[src/rtl/pk_fsqrt_pkg.sv]
`timescale 1ns/1ps
// Shared constants and state types for the packed square root unit.
// Assumes single-precision (32-bit) lanes.
package pk_fsqrt_pkg;
    localparam int LANE_W   = 32;
    localparam int SIG_W    = 24;            // significand incl. hidden bit
    localparam int QW       = SIG_W + 1;     // root bits incl. guard
    localparam int XW       = 2 * QW;        // radicand width
    localparam int RMW      = QW + 1;        // partial remainder width
    localparam int CW       = $clog2(QW);    // iteration counter width
    localparam int LEG_LANES = 4;            // lanes of the shortest length
    localparam logic [LANE_W-1:0] DEF_NAN = 32'hFFC0_0000;
    localparam logic [LANE_W-1:0] QUIET_BIT = 32'h0040_0000;

    typedef enum logic [1:0] {
        RM_NEAR = 2'b00,
        RM_DOWN = 2'b01,
        RM_UP   = 2'b10,
        RM_ZERO = 2'b11
    } rm_e;

    typedef enum logic [1:0] {
        CS_IDLE  = 2'd0,
        CS_ITER  = 2'd1,
        CS_ROUND = 2'd2
    } core_st_e;

    typedef enum logic [1:0] {
        SQ_IDLE = 2'd0,
        SQ_SCAN = 2'd1,
        SQ_WAIT = 2'd2
    } seq_st_e;
endpackage

[src/rtl/fsqrt_rnd.sv]
`timescale 1ns/1ps
// Rounds a positive root given as QW bits (hidden, 23 fraction, guard) plus
// a sticky bit into a single-precision word. Assumes the root is positive and
// the biased exponent is far from both ends of its range.
module fsqrt_rnd
    import pk_fsqrt_pkg::*;
(
    input  logic [QW-1:0]     root,
    input  logic              sticky,
    input  logic [7:0]        bexp,
    input  logic [1:0]        rm,
    output logic [LANE_W-1:0] word,
    output logic              inexact
);
    logic [SIG_W-1:0] sig;
    logic             guard;
    logic             up;
    logic [SIG_W:0]   sum;

    // Decide the increment from the selected mode and form the packed word.
    always_comb begin
        sig     = root[QW-1:1];
        guard   = root[0];
        inexact = guard | sticky;
        case (rm)
            RM_NEAR: up = guard & (sticky | sig[0]);
            RM_UP:   up = guard | sticky;
            default: up = 1'b0;                 // down and zero truncate a positive root
        endcase
        sum = {1'b0, sig} + {{SIG_W{1'b0}}, up};
        if (sum[SIG_W])
            word = {1'b0, bexp + 8'd1, sum[SIG_W-1:1]};
        else
            word = {1'b0, bexp, sum[SIG_W-2:0]};
    end
endmodule

[src/rtl/fsqrt_core.sv]
`timescale 1ns/1ps
// Single-lane square root engine. Special operands resolve in the launch
// cycle. Other operands are normalized, then run a restoring radix-2
// recurrence (one root bit per cycle, QW cycles) and are rounded in a final
// cycle. Assumes go is raised only while busy is low.
module fsqrt_core
    import pk_fsqrt_pkg::*;
(
    input  logic              clk,
    input  logic              rst_n,
    input  logic              go,
    input  logic [LANE_W-1:0] opnd,
    input  logic [1:0]        rm,
    output logic              busy,
    output logic              done,
    output logic [LANE_W-1:0] res,
    output logic              f_inv,
    output logic              f_inx,
    output logic              f_den
);
    core_st_e          st_q;
    logic [XW-1:0]     x_q;
    logic [RMW-1:0]    rem_q;
    logic [QW-1:0]     q_q;
    logic [CW-1:0]     cnt_q;
    logic [7:0]        bexp_q;
    logic [1:0]        rm_q;
    logic              den_q;

    logic              sgn;
    logic [7:0]        ex;
    logic [22:0]       fr;
    logic              is_nan, is_inf, is_zero, is_den;
    logic [4:0]        lz;
    logic              found;
    logic [SIG_W-1:0]  mant;
    logic signed [9:0] e_un;
    logic [QW-1:0]     m_rad;
    logic [7:0]        r_exp;
    logic              sp_hit, sp_inv;
    logic [LANE_W-1:0] sp_res;
    logic [RMW+1:0]    rem_t;
    logic [RMW+1:0]    trial;
    logic              ge;
    logic [LANE_W-1:0] rnd_word;
    logic              rnd_inx;

    assign {sgn, ex, fr} = opnd;
    assign is_nan  = (&ex) & (|fr);
    assign is_inf  = (&ex) & ~(|fr);
    assign is_zero = ~(|ex) & ~(|fr);
    assign is_den  = ~(|ex) & (|fr);
    assign busy    = (st_q != CS_IDLE);

    // Count leading zeros of the fraction for denormal normalization.
    always_comb begin
        lz    = '0;
        found = 1'b0;
        for (int b = 22; b >= 0; b--) begin
            if (!found) begin
                if (fr[b]) found = 1'b1;
                else       lz    = lz + 5'd1;
            end
        end
    end

    // Normalize, make the exponent even and derive the root exponent.
    always_comb begin
        mant  = is_den ? ({fr, 1'b0} << lz) : {1'b1, fr};
        e_un  = is_den ? (-10'sd127 - $signed({5'b0, lz}))
                       : ($signed({2'b00, ex}) - 10'sd127);
        m_rad = e_un[0] ? {mant, 1'b0} : {1'b0, mant};
        r_exp = 8'((e_un >>> 1) + 10'sd127);
    end

    // Resolve NaN, infinity, zero and negative operands without iterating.
    always_comb begin
        sp_hit = 1'b1;
        sp_inv = 1'b0;
        sp_res = opnd;
        if (is_nan) begin
            sp_res = opnd | QUIET_BIT;
            sp_inv = ~fr[22];
        end else if (is_zero || (is_inf && !sgn)) begin
            sp_res = opnd;
        end else if (sgn) begin
            sp_res = DEF_NAN;
            sp_inv = 1'b1;
        end else begin
            sp_hit = 1'b0;
        end
    end

    // One restoring step: bring down two radicand bits, trial-subtract.
    always_comb begin
        rem_t = {rem_q, x_q[XW-1:XW-2]};
        trial = {1'b0, q_q, 2'b01};
        ge    = (rem_t >= trial);
    end

    fsqrt_rnd u_rnd (
        .root    (q_q),
        .sticky  (|rem_q),
        .bexp    (bexp_q),
        .rm      (rm_q),
        .word    (rnd_word),
        .inexact (rnd_inx)
    );

    // Engine state machine: launch, iterate, round.
    always_ff @(posedge clk) begin
        if (!rst_n) begin
            st_q   <= CS_IDLE;
            x_q    <= '0;
            rem_q  <= '0;
            q_q    <= '0;
            cnt_q  <= '0;
            bexp_q <= '0;
            rm_q   <= '0;
            den_q  <= 1'b0;
            done   <= 1'b0;
            res    <= '0;
            f_inv  <= 1'b0;
            f_inx  <= 1'b0;
            f_den  <= 1'b0;
        end else begin
            done <= 1'b0;
            case (st_q)
                CS_IDLE: if (go) begin
                    rm_q  <= rm;
                    den_q <= is_den;
                    if (sp_hit) begin
                        res   <= sp_res;
                        f_inv <= sp_inv;
                        f_inx <= 1'b0;
                        f_den <= is_den;
                        done  <= 1'b1;
                    end else begin
                        x_q    <= {m_rad, {QW{1'b0}}};
                        rem_q  <= '0;
                        q_q    <= '0;
                        cnt_q  <= '0;
                        bexp_q <= r_exp;
                        st_q   <= CS_ITER;
                    end
                end
                CS_ITER: begin
                    q_q   <= {q_q[QW-2:0], ge};
                    rem_q <= ge ? RMW'(rem_t - trial) : RMW'(rem_t);
                    x_q   <= {x_q[XW-3:0], 2'b00};
                    cnt_q <= cnt_q + CW'(1);
                    if (cnt_q == CW'(QW - 1)) st_q <= CS_ROUND;
                end
                CS_ROUND: begin
                    res   <= rnd_word;
                    f_inx <= rnd_inx;
                    f_den <= den_q;
                    f_inv <= 1'b0;
                    done  <= 1'b1;
                    st_q  <= CS_IDLE;
                end
                default: st_q <= CS_IDLE;
            endcase
        end
    end

    // The sequencer never launches a busy engine.
    assert_go_idle_R11: assert property (@(posedge clk) disable iff (!rst_n)
        go |-> (st_q == CS_IDLE));
    // An invalid outcome always carries a quiet NaN.
    assert_inv_nan_R8: assert property (@(posedge clk) disable iff (!rst_n)
        (done && f_inv) |-> (res[30:22] == 9'h1FF));
    // Engine completion is a single-cycle pulse.
    assert_core_pulse_R11: assert property (@(posedge clk) disable iff (!rst_n)
        done |=> !done);
endmodule

[src/rtl/pk_fsqrt_unit.sv]
`timescale 1ns/1ps
// Packed square root unit. Captures operands on start and presets the result
// with the merge/zero and upper-bit fill. It then walks the active lanes in
// order through one shared engine, writing each root into its lane and ORing
// the flags. Assumes NLANE is 16 so that the length codes map to 4/8/16 lanes.
module pk_fsqrt_unit
    import pk_fsqrt_pkg::*;
#(
    parameter int NLANE = 16
) (
    input  logic                    clk,
    input  logic                    rst_n,
    input  logic                    start,
    input  logic [1:0]              vlen,
    input  logic [NLANE*LANE_W-1:0] src,
    input  logic [NLANE*LANE_W-1:0] dst_old,
    input  logic [NLANE-1:0]        wmask,
    input  logic                    mask_en,
    input  logic                    zero_mode,
    input  logic                    bcast,
    input  logic                    src_is_mem,
    input  logic                    legacy,
    input  logic [1:0]              emb_rm,
    input  logic [1:0]              glob_rm,
    output logic                    busy,
    output logic                    done,
    output logic [NLANE*LANE_W-1:0] result,
    output logic                    flag_inv,
    output logic                    flag_inexact,
    output logic                    flag_denorm
);
    localparam int VW = NLANE * LANE_W;
    localparam int IW = $clog2(NLANE);
    localparam int KW = IW + 1;

    function automatic logic [KW-1:0] lanes_for(input logic [1:0] code);
        int n;
        n = LEG_LANES << code;
        if (n > NLANE) n = NLANE;
        return KW'(n);
    endfunction

    seq_st_e           st_q;
    logic [VW-1:0]     src_q;
    logic [VW-1:0]     res_q;
    logic [NLANE-1:0]  act_q;
    logic              bsrc_q;
    logic [1:0]        rm_q;
    logic [KW-1:0]     kl_q;
    logic [IW-1:0]     idx_q;
    logic              inv_q, inx_q, den_q;

    logic [1:0]        vl_eff;
    logic [KW-1:0]     kl_n;
    logic [NLANE-1:0]  act_n;
    logic [1:0]        rm_n;
    logic [VW-1:0]     init_vec;
    logic [LANE_W-1:0] op_lane;
    logic              lane_on;
    logic              last;
    logic              core_go;
    logic              core_busy, core_done;
    logic [LANE_W-1:0] core_res;
    logic              c_inv, c_inx, c_den;

    // Decode effective length, active lanes and rounding source at start.
    always_comb begin
        vl_eff = legacy ? 2'b00 : vlen;
        kl_n   = lanes_for(vl_eff);
        act_n  = mask_en ? wmask : {NLANE{1'b1}};
        rm_n   = (vl_eff[1] && bcast && !src_is_mem) ? emb_rm : glob_rm;
    end

    // Preset each lane: merged/zeroed when masked, filled above the length.
    for (genvar j = 0; j < NLANE; j++) begin : g_init
        assign init_vec[j*LANE_W +: LANE_W] =
            (KW'(j) < kl_n)
                ? ((act_n[j] || zero_mode) ? '0 : dst_old[j*LANE_W +: LANE_W])
                : (legacy ? dst_old[j*LANE_W +: LANE_W] : '0);
    end

    // Select the operand of the current lane, or element 0 when broadcasting.
    always_comb begin
        op_lane = src_q[LANE_W-1:0];
        if (!bsrc_q) begin
            for (int j = 0; j < NLANE; j++)
                if (IW'(j) == idx_q) op_lane = src_q[j*LANE_W +: LANE_W];
        end
        lane_on = act_q[idx_q];
        last    = ({1'b0, idx_q} == (kl_q - KW'(1)));
        core_go = (st_q == SQ_SCAN) && lane_on;
    end

    fsqrt_core u_core (
        .clk   (clk),
        .rst_n (rst_n),
        .go    (core_go),
        .opnd  (op_lane),
        .rm    (rm_q),
        .busy  (core_busy),
        .done  (core_done),
        .res   (core_res),
        .f_inv (c_inv),
        .f_inx (c_inx),
        .f_den (c_den)
    );

    // Lane sequencer: capture, skip or launch each lane, collect results.
    always_ff @(posedge clk) begin
        if (!rst_n) begin
            st_q   <= SQ_IDLE;
            src_q  <= '0;
            res_q  <= '0;
            act_q  <= '0;
            bsrc_q <= 1'b0;
            rm_q   <= '0;
            kl_q   <= '0;
            idx_q  <= '0;
            inv_q  <= 1'b0;
            inx_q  <= 1'b0;
            den_q  <= 1'b0;
            done   <= 1'b0;
        end else begin
            done <= 1'b0;
            case (st_q)
                SQ_IDLE: if (start) begin
                    src_q  <= src;
                    res_q  <= init_vec;
                    act_q  <= act_n;
                    bsrc_q <= bcast && src_is_mem;
                    rm_q   <= rm_n;
                    kl_q   <= kl_n;
                    idx_q  <= '0;
                    inv_q  <= 1'b0;
                    inx_q  <= 1'b0;
                    den_q  <= 1'b0;
                    st_q   <= SQ_SCAN;
                end
                SQ_SCAN: begin
                    if (lane_on) begin
                        st_q <= SQ_WAIT;
                    end else if (last) begin
                        done <= 1'b1;
                        st_q <= SQ_IDLE;
                    end else begin
                        idx_q <= idx_q + IW'(1);
                    end
                end
                SQ_WAIT: if (core_done) begin
                    for (int j = 0; j < NLANE; j++)
                        if (IW'(j) == idx_q) res_q[j*LANE_W +: LANE_W] <= core_res;
                    inv_q <= inv_q | c_inv;
                    inx_q <= inx_q | c_inx;
                    den_q <= den_q | c_den;
                    if (last) begin
                        done <= 1'b1;
                        st_q <= SQ_IDLE;
                    end else begin
                        idx_q <= idx_q + IW'(1);
                        st_q  <= SQ_SCAN;
                    end
                end
                default: st_q <= SQ_IDLE;
            endcase
        end
    end

    assign busy         = (st_q != SQ_IDLE);
    assign result       = res_q;
    assign flag_inv     = inv_q;
    assign flag_inexact = inx_q;
    assign flag_denorm  = den_q;

    // Completion is one cycle wide and coincides with leaving busy.
    assert_done_pulse_R11: assert property (@(posedge clk) disable iff (!rst_n)
        done |=> !done);
    assert_done_idle_R11: assert property (@(posedge clk) disable iff (!rst_n)
        done |-> !busy);
    // Idle without start leaves result and flags untouched.
    assert_hold_idle_R11: assert property (@(posedge clk) disable iff (!rst_n)
        (!busy && !start) |=> ($stable(result) && $stable(flag_inv)
                               && $stable(flag_inexact) && $stable(flag_denorm)));
    // Flags only accumulate during a run.
    assert_inv_sticky_R10: assert property (@(posedge clk) disable iff (!rst_n)
        (busy && flag_inv) |=> flag_inv);
    // The lane pointer never leaves the active length.
    assert_lane_bound_R1: assert property (@(posedge clk) disable iff (!rst_n)
        busy |-> ({1'b0, idx_q} < kl_q));
    // The engine is only working while the unit is busy.
    assert_core_inside_R11: assert property (@(posedge clk) disable iff (!rst_n)
        core_busy |-> busy);
endmodule

[config.mk]
export PLATFORM = sky130hd
export DESIGN_NAME = pk_fsqrt_unit
export DESIGN_NICKNAME = d
export VERILOG_FILES = /design/src/rtl/pk_fsqrt_pkg.sv /design/src/rtl/fsqrt_rnd.sv /design/src/rtl/fsqrt_core.sv /design/src/rtl/pk_fsqrt_unit.sv
export SDC_FILE = /design/constraint.sdc
export NUM_CORES = 2
export LEC_CHECK = 0
export ABC_AREA = 1
export BUFFER_PORTS_ARGS = -buffer_cell sky130_fd_sc_hd__buf_2
export CAP_MARGIN = 10
export CORE_AREA = 2 2 613 615
export CTS_CLUSTER_SIZE = 14
export DETAILED_ROUTE_END_ITERATION = 7
export DIE_AREA = 0 0 615 617
export PLACE_DENSITY_LB_ADDON = 0.15
export SLEW_MARGIN = 5
export SYNTH_ARGS = -nofsm -noshare
export SYNTH_HDL_FRONTEND = slang
export SYNTH_SLANG_ARGS = --single-unit
[constraint.sdc]
create_clock -name clk -period 18.2 [get_ports clk]
set_clock_uncertainty 0.2 [all_clocks]
set_input_delay 0.91 -clock clk [delete_from_list [all_inputs] [get_ports clk]]
set_output_delay 0.91 -clock clk [all_outputs]
set_load 0.01 [all_outputs]
# --- Yosys cells after proc, flatten, opt, wreduce, memory -nomap -nowiden ---
# Cells that the tools add are included.
# Widths: inputs -> output; s select.
word_totals:
  ff_bits: 1213
  in_bits: 1054
  out_inout_bits: 517
  wordCells: 458
op_classes:
  add_sub_neg: 31
  magnitude_cmp: 19
  n_eq_ne: 46
  n_shift: 2
  muxes: 244
  bitwise_logic: 14
  n_reduce_logical: 62
ops:
  columns: ["operator", "n"]
  rows:
  - ["$mux 32", 85]
  - ["$mux 512", 2]
  - ["$pmux 512 s2", 1]
  - ["$mux 5", 47]
  - ["$add 5x1->5 const B", 22]
  - ["$mux 50", 2]
  - ["$pmux 50 s2", 1]
  - ["$mux 26", 3]
  - ["$mux 25", 3]
  - ["$reduce_and 4->1", 17]
  - ["$mux 1", 66]
  - ["$pmux 32 s2", 1]
  - ["$pmux 26 s2", 1]
  - ["$pmux 25 s2", 1]
  - ["$lt 4x5->1 const A", 8]
  - ["$ne 2x2->1 const B", 20]
  - ["$eq 4x4->1 const A", 8]
  - ["$gt 32x6->1 const B", 1]
  - ["$shl 3x2->32 const A", 1]
  - ["$mux 31", 1]
  - ["$ge 28x27->1", 1]
  - ["$reduce_or 26->1", 1]
  - ["$sub 26x26->26", 1]
  - ["$add 24x1->25", 1]
  - ["47 further kinds", 123]

# --- Depth between registers and ports, before layout ---
logic_depth:
  depth_word: 90
  mapped_depth: 111
  mapped_depth_nobuf: 108

# --- Cells and area by module ---
# From an unflattened synthesis, not the netlist that was laid out.
unflattened:
  cells_unflattened: 8484
  hier_area_um2: 58332.2
modules_own_cells:
  columns: ["module", "instances", "cells_per_inst", "area_per_inst_um2", "seq_area_each_um2"]
  rows:
  - ["pk_fsqrt_unit", 1, 6567, 46558.4, 21140.3]
  - ["fsqrt_core", 1, 1716, 10752.8, 2602.5]
  - ["fsqrt_rnd", 1, 201, 1021.0, 0.0]

# --- Worst setup path before layout ---
# No wires, ideal clock.
synth_path:
  path_kind: "flip-flop to flip-flop"
  startpoint: "register idx_q[1]"
  endpoint: "register u_core.bexp_q[6]"
  setup_time_ps: 109
  arrival_ps: 14588
  required_ps: 17891
  slack_ps: 3303
  stages_incl_launch_ff: 110
  path_buffers: 3
  period_less_slack_ps: 14897
  cell_sequence: "dfxtp_1 > clkbuf_1 > inv_1 > ha_1 > buf_6 > nand2_4 > nand2_1 > nand3_1 > nand2_1 > nand3_1 > nand3_1 > nand2_1 > nand2_1 > nand2_1 > nand3_1 > nand3_1 > nand3_1 > nand3_1 > (+74 left out) > ha_1 > or2_0 > o311ai_1 > inv_1 > ha_1 > or2_1 > nand2_4 > buf_6 > ha_1 > a21oi_1 > ha_1 > inv_1 > nor2_1 > nand4_1 > o21ai_1 > nand3_1 > nand2_1 > inv_1"
synth_between:
  elab_chain_cells: 87
  elab_cells_between_ends: 165
  cone_classes: "add/sub: 25; eq/ne: 15; mux: 110; bitwise: 7; reduce/logical: 8"
synth_rtl:
  columns: ["item", "line_no", "rtl"]
  rows:
  - ["start, declared", "pk_fsqrt_unit.sv:50", "logic [IW-1:0] idx_q;"]
  - ["start signal, assigned", "pk_fsqrt_unit.sv:146", "idx_q <= idx_q + IW'(1);"]
  - ["start signal, assigned", "pk_fsqrt_unit.sv:159", "idx_q <= idx_q + IW'(1);"]
  - ["$eq 1x4->1", "pk_fsqrt_unit.sv:87", "if (IW'(j) == idx_q) op_lane = src_q[j*LANE_W +: LANE_W];"]
  - ["$mux 32 (15 in series)", "pk_fsqrt_unit.sv:87", null]
  - ["$mux 32", "pk_fsqrt_unit.sv:85", "if (!bsrc_q) begin"]
  - ["$mux 1", "fsqrt_core.sv:61", "if (fr[b]) found = 1'b1;"]
  - ["$add 1x1->2", "fsqrt_core.sv:62", "else lz = lz + 5'd1;"]
  - ["$mux 5", "fsqrt_core.sv:61", null]
  - ["$mux 5", "fsqrt_core.sv:60", "if (!found) begin"]
  - ["$add 5x1->5", "fsqrt_core.sv:62", null]
  - ["(+57 left out)", null, null]
  - ["$mux 5", "fsqrt_core.sv:61", null]
  - ["$mux 5", "fsqrt_core.sv:60", null]
  - ["$add 5x1->5", "fsqrt_core.sv:62", null]
  - ["$mux 5", "fsqrt_core.sv:61", null]
  - ["$mux 5", "fsqrt_core.sv:60", null]
  - ["$sub 8x6->9", "fsqrt_core.sv:70", "e_un = is_den ? (-10'sd127 - $signed({5'b0, lz}))"]
  - ["$mux 9", "fsqrt_core.sv:70", null]
  - ["$add 8x8->8", "fsqrt_core.sv:73", "r_exp = 8'((e_un >>> 1) + 10'sd127);"]
  - ["end signal, assigned", "fsqrt_core.sv:143", "bexp_q <= r_exp;"]
  - ["end, declared", "fsqrt_core.sv:26", "logic [7:0] bexp_q;"]
# Several ways; a longest one is shown, not always the timed one. The select of a mux whose other input is x is not followed.
# A chain may end at the register's enable or synchronous reset.

# --- Final worst setup path ---
layout_path:
  startpoint: "register idx_q[0]"
  endpoint: "register u_core.x_q[32]"
layout_between:
  elab_chain_cells: 90
  elab_cells_between_ends: 171
  cone_classes: "add/sub: 24; eq/ne: 17; shift: 1; mux: 115; bitwise: 6; reduce/logical: 8"
layout_rtl:
  columns: ["item", "line_no", "rtl"]
  rows:
  - ["$eq 1x4->1", "pk_fsqrt_unit.sv:87", null]
  - ["$mux 32 (15 in series)", "pk_fsqrt_unit.sv:87", null]
  - ["$mux 32", "pk_fsqrt_unit.sv:85", null]
  - ["$mux 1", "fsqrt_core.sv:61", null]
  - ["$add 1x1->2", "fsqrt_core.sv:62", null]
  - ["$mux 5", "fsqrt_core.sv:61", null]
  - ["$mux 5", "fsqrt_core.sv:60", null]
  - ["$add 5x1->5", "fsqrt_core.sv:62", null]
  - ["(+60 left out)", null, null]
  - ["$mux 5", "fsqrt_core.sv:61", null]
  - ["$mux 5", "fsqrt_core.sv:60", null]
  - ["$sub 8x6->9 / $shl 24x5->24 (equally long branches)", "fsqrt_core.sv:70, fsqrt_core.sv:69", null]
  - ["$mux 9 / $mux 24 (equally long branches)", "fsqrt_core.sv:70, fsqrt_core.sv:69", null]
  - ["$mux 25", "fsqrt_core.sv:72", "m_rad = e_un[0] ? {mant, 1'b0} : {1'b0, mant};"]
  - ["$mux 50", "fsqrt_core.sv:132", "if (sp_hit) begin"]
  - ["$mux 50", "fsqrt_core.sv:129", "CS_IDLE: if (go) begin"]
  - ["$pmux 50 s2", "fsqrt_core.sv:128", "case (st_q)"]
  - ["end signal, assigned", "fsqrt_core.sv:139", "x_q <= {m_rad, {QW{1'b0}}};"]
  - ["end signal, assigned", "fsqrt_core.sv:150", "x_q <= {x_q[XW-3:0], 2'b00};"]
  - ["end, declared", "fsqrt_core.sv:22", "logic [XW-1:0] x_q;"]
# Several ways; a longest one is shown, not always the timed one. The select of a mux whose other input is x is not followed.

==> flow_summary_export.csv <==
group,metric,value,unit
run_status,status,"finished, final reports clean",
sta,rsz0062_at_grt,"false",
placement,placed_area,70070,um^2
sta,setup_viol,0,
pwr,swShare,52.65,%
sta,fmax,59.43,MHz
setup_path,worstRegToRegCells,103,
global_route,grt_max_degree,225,
sta,slew_violations,0,
setup_path,r2r_end,"u_core.x_q[32]",
worst_hold_path,min_to,"src_q[135]",
clocking,cts_htree_levels,4,
layout,nets,10356,
detailed_routing,wl_per_cell,32.82,um
sta,report.final.hold_viol_count,0,
global_route,grt.overflow.total,0,
clocking,cts_root_buf,"clkbuf_16",
logic_synthesis,ys_top_cells_by_area,"dfxtp_1 42%, o21ai_0 11%, nor2_1 7.6%",
sta,fin_crit,16830,ps
logic_synthesis,synth_top_area_share,41.74,%
setup_path,cp_num_buf_inv,25,
setup_path,end_kind,"flip-flop",
global_route,grt_antenna_before_repair,217,
logic_synthesis,yosys.area.top_type,"dfxtp_1",
layout,syn_to_final_growth,33.21,%
sta,final.setup.tns,0,ps
worst_hold_path,holdPathStages,3,
logic_synthesis,synthDistinctLibCells,74,
pwr,combPwrFrac,55.3,%
logic_synthesis,syn_area,56880,um^2
clocking,holdBufCountCts,0,
layout,design_area,75770,um^2
logic_synthesis,synth_seq_cells,1186,
floorplan,die-area,379500,um^2
placement,place.detailed.hpwl,375500,um
pwr,pwr-share-clk,21.0,%
setup_path,critPathSlowestCell,"dfxtp_1",
logic_synthesis,seq_area_frac_synth,41.74,%
setup_path,crit_fanout,30,
placement,gp_congestion,0.9590,
global_route,grt_pass1_wl,611800,um
logic_synthesis,ys.flop_type,"dfxtp_1",
logic_synthesis,yosysMostFrequentCell,"o21ai_0",
clocking,cts_tree,"yes",
detailed_routing,drt_wl_total,473200,um
global_route,grt_use_total,23.74,%
logic_synthesis,syn_inst,7938,
logic_synthesis,synth_nets,9058,
floorplan,dieHeight,617,um
setup_path,setup.worst_path.class,"flip-flop to flip-flop",
sta,slew_headroom,14.60,%
pwr,powerDensity,215.3,nW/um^2
detailed_routing,vias,65878,
setup_path,startpoint_type,"flip-flop",
detailed_routing,initialDrtViolationCount,6582,
floorplan,start_util,15.23,%
setup_path,worst_path_dominant_cell_family,"adder cells",
pwr,vdd_drop_max,270.2,uV
clocking,cts_buffers,169,
floorplan,num_io_pins,1571,
pwr,pwr-share-seq,23.7,%
worst_hold_path,min_from,"src[135]",
logic_synthesis,synth_edf_count,0,
placement,io_buffers,1570,
pwr,power.leakage,33.20,nW
detailed_routing,drc_errors,0,
layout,utilization,20.28,%
clocking,clk_path_buf_depth,4,
setup_path,slowest_delay,410,ps
clocking,clkTransAtPathRegs,60,ps
logic_synthesis,async_flop_share,0,%
detailed_routing,postRouteAntennaNets,0,
setup_path,timing.rr.start,"idx_q[0]",
job,maxCapViolCount,0,
detailed_routing,drt_pass1_iterations,6,
layout,layout-drive-gt1-share,25.38,%
clocking,clk_latency,890,ps
sta,hold_ws,86.82,ps
detailed_routing,detail_route.vias_per_cell,4.568,
sta,post-route-period-util,92.45,%
floorplan,rows,225,
logic_synthesis,synth.top_cells.by_count,"1209 x o21ai_0, 1186 x dfxtp_1, 1147 x nor2_1, 798 x a21oi_1, 771 x nand2_1",
logic_synthesis,syn_avg_cell_area,7.166,um^2
logic_synthesis,ys_warn_count,0,
clocking,cts_sinks,1186,
sta,worst_slew_pin_slew,1268,ps
floorplan,die_w,615,um
global_route,grt_pass1_vias,62449,
pwr,p_sw,0.008590,W
setup_path,r2r_slack,1370,ps
pwr,intPower,0.007724,W
worst_hold_path,hp-class,"input pin to flip-flop",
setup_path,arrival,17380,ps
floorplan,core_area,373600,um^2
setup_path,critPathRequiredTime,18750,ps
[cell usage in the layout, fill, tap and decap left out, types with 13 or more instances in the layout]
| cell | count |
|---|---|
| xnor2_1 | 18 |
| nor4_1 | 13 |
| nand3_1 | 402 |
| inv_1 | 469 |
| or2_1 | 13 |
| buf_4 | 177 |
| o21ai_0 | 1197 |
| o21ai_1 | 38 |
| buf_2 | 1569 |
| nor2_4 | 28 |
| a211oi_1 | 17 |
| clkbuf_8 | 34 |
| clkbuf_1 | 37 |
| clkinv_2 | 33 |
| or2_2 | 160 |
| xor2_1 | 34 |
| inv_2 | 26 |
| clkbuf_16 | 172 |
| a31oi_1 | 409 |
| o211ai_1 | 117 |
| a22oi_1 | 19 |
| a21oi_1 | 787 |
| ha_1 | 64 |
| dfxtp_1 | 1183 |
| o32ai_1 | 25 |
| diode_2 | 65 |
| nand2_2 | 40 |
| nand4_1 | 153 |
| nor3_1 | 25 |
| nor2_1 | 1134 |
| nand2_1 | 763 |
[power by group through the flow]
stage | logic (W) | clock network [W] | registers [W]
final | 0.00902 | 0.00343 | 0.00387
after global routing | 0.00987 | 0.00361 | 0.00393
after CTS | 0.00904 | 0.00353 | 0.00386
after detailed placement | 0.00901 | 0 | 0.00391
after global placement | 0.00907 | 0 | 0.00391
after floorplan | 0.00514 | 0 | 0.00380
[cell type report]
| type | count | area, um^2 |
|---|---|---|
| tap | 4994 | 6248 |
| multi-input combinational | 5614 | 28890 |
| inverter | 513 | 1971 |
| clock inverter | 54 | 565.5 |
| fill | 42656 | 297800 |
| timing repair buffer | 1752 | 9279 |
| clock buffer | 243 | 4911 |
| antenna | 65 | 162.7 |
| sequential | 1186 | 23750 |
[tightest hold or removal path, stage by stage]
cell and delay [ps]:
buf_2 70, o21ai_0 70, nor2_1 80
[repair_timing]
| item | in CTS | in global routing |
|---|---|---|
| buffers inserted | 0 | 4 |
| endpoints found under the setup margin | 0 | 31 |
| resized for setup | 0 | 15 |
[worst max-delay path by stage]
stage	from	to	slack, ps	cells after the start
floorplan	idx_q[1]	u_core.bexp_q[6]	3300	109
global placement	idx_q[0]	u_core.x_q[35]	320	106
detailed placement	idx_q[0]	u_core.x_q[35]	670	106
CTS	idx_q[0]	u_core.x_q[36]	550	106
global route	idx_q[0]	u_core.x_q[32]	20	106
finish	idx_q[0]	u_core.x_q[32]	1370	103
[logic make-up (layout without fill, tap and decap cells)]
logic type | Yosys count | after routing | share of synthesized area [%]
AND/OR/NAND/NOR | 2795 | 2795 | 21.87
AO/OA/AOI/OAI | 2701 | 2701 | 26.01
flip-flops | 1186 | 1186 | 41.74
buffers and inverters | 1138 | 2562 | 8.123
adder cells (fa/ha/maj) | 66 | 66 | 1.452
XOR/XNOR | 52 | 52 | 0.8007
other | 0 | 65 | 0
[sequential cells by signal (all words and copies together) (netlist names), 2 cells and up]
signal / count
result: 512
src_q: 512
u_core.res: 32
u_core.rem_q: 26
u_core.q_q: 25
u_core.x_q: 25
act_q: 16
u_core.bexp_q: 8
u_core.cnt_q: 5
idx_q: 4
kl_q: 3
rm_q: 2
st_q: 2
u_core.rm_q: 2
u_core.st_q: 2
[metal layers]
| metal | vias to the layer above | share of wire, % | wire [um] | global-route usage [%] |
|---|---|---|---|---|
| li1 | 29972 | - | - | - |
| met2 | 2756 | 45 | 212800 | 38.08 |
| met1 | 32446 | 43 | 204300 | 30.59 |
| met4 | 34 | 3.9 | 18680 | 7.732 |
| met5 | - | 0.043 | 204 | 0 |
| met3 | 670 | 7.9 | 37290 | 6.504 |
[through the flow]
| step | instances | setup WS [ps] | power [W] |
|---|---|---|---|
| finish | 14421 | 1374 | 0.01631 |
| global route | 14383 | 23.10 | 0.01741 |
| CTS | 14352 | 545.3 | 0.01643 |
| detailed placement | 14055 | 671.3 | 0.01292 |
| global placement | 14053 | 319.5 | 0.01298 |
| floorplan | 7938 | 3303 | 0.008937 |
(Power assumes the default switching activity.)
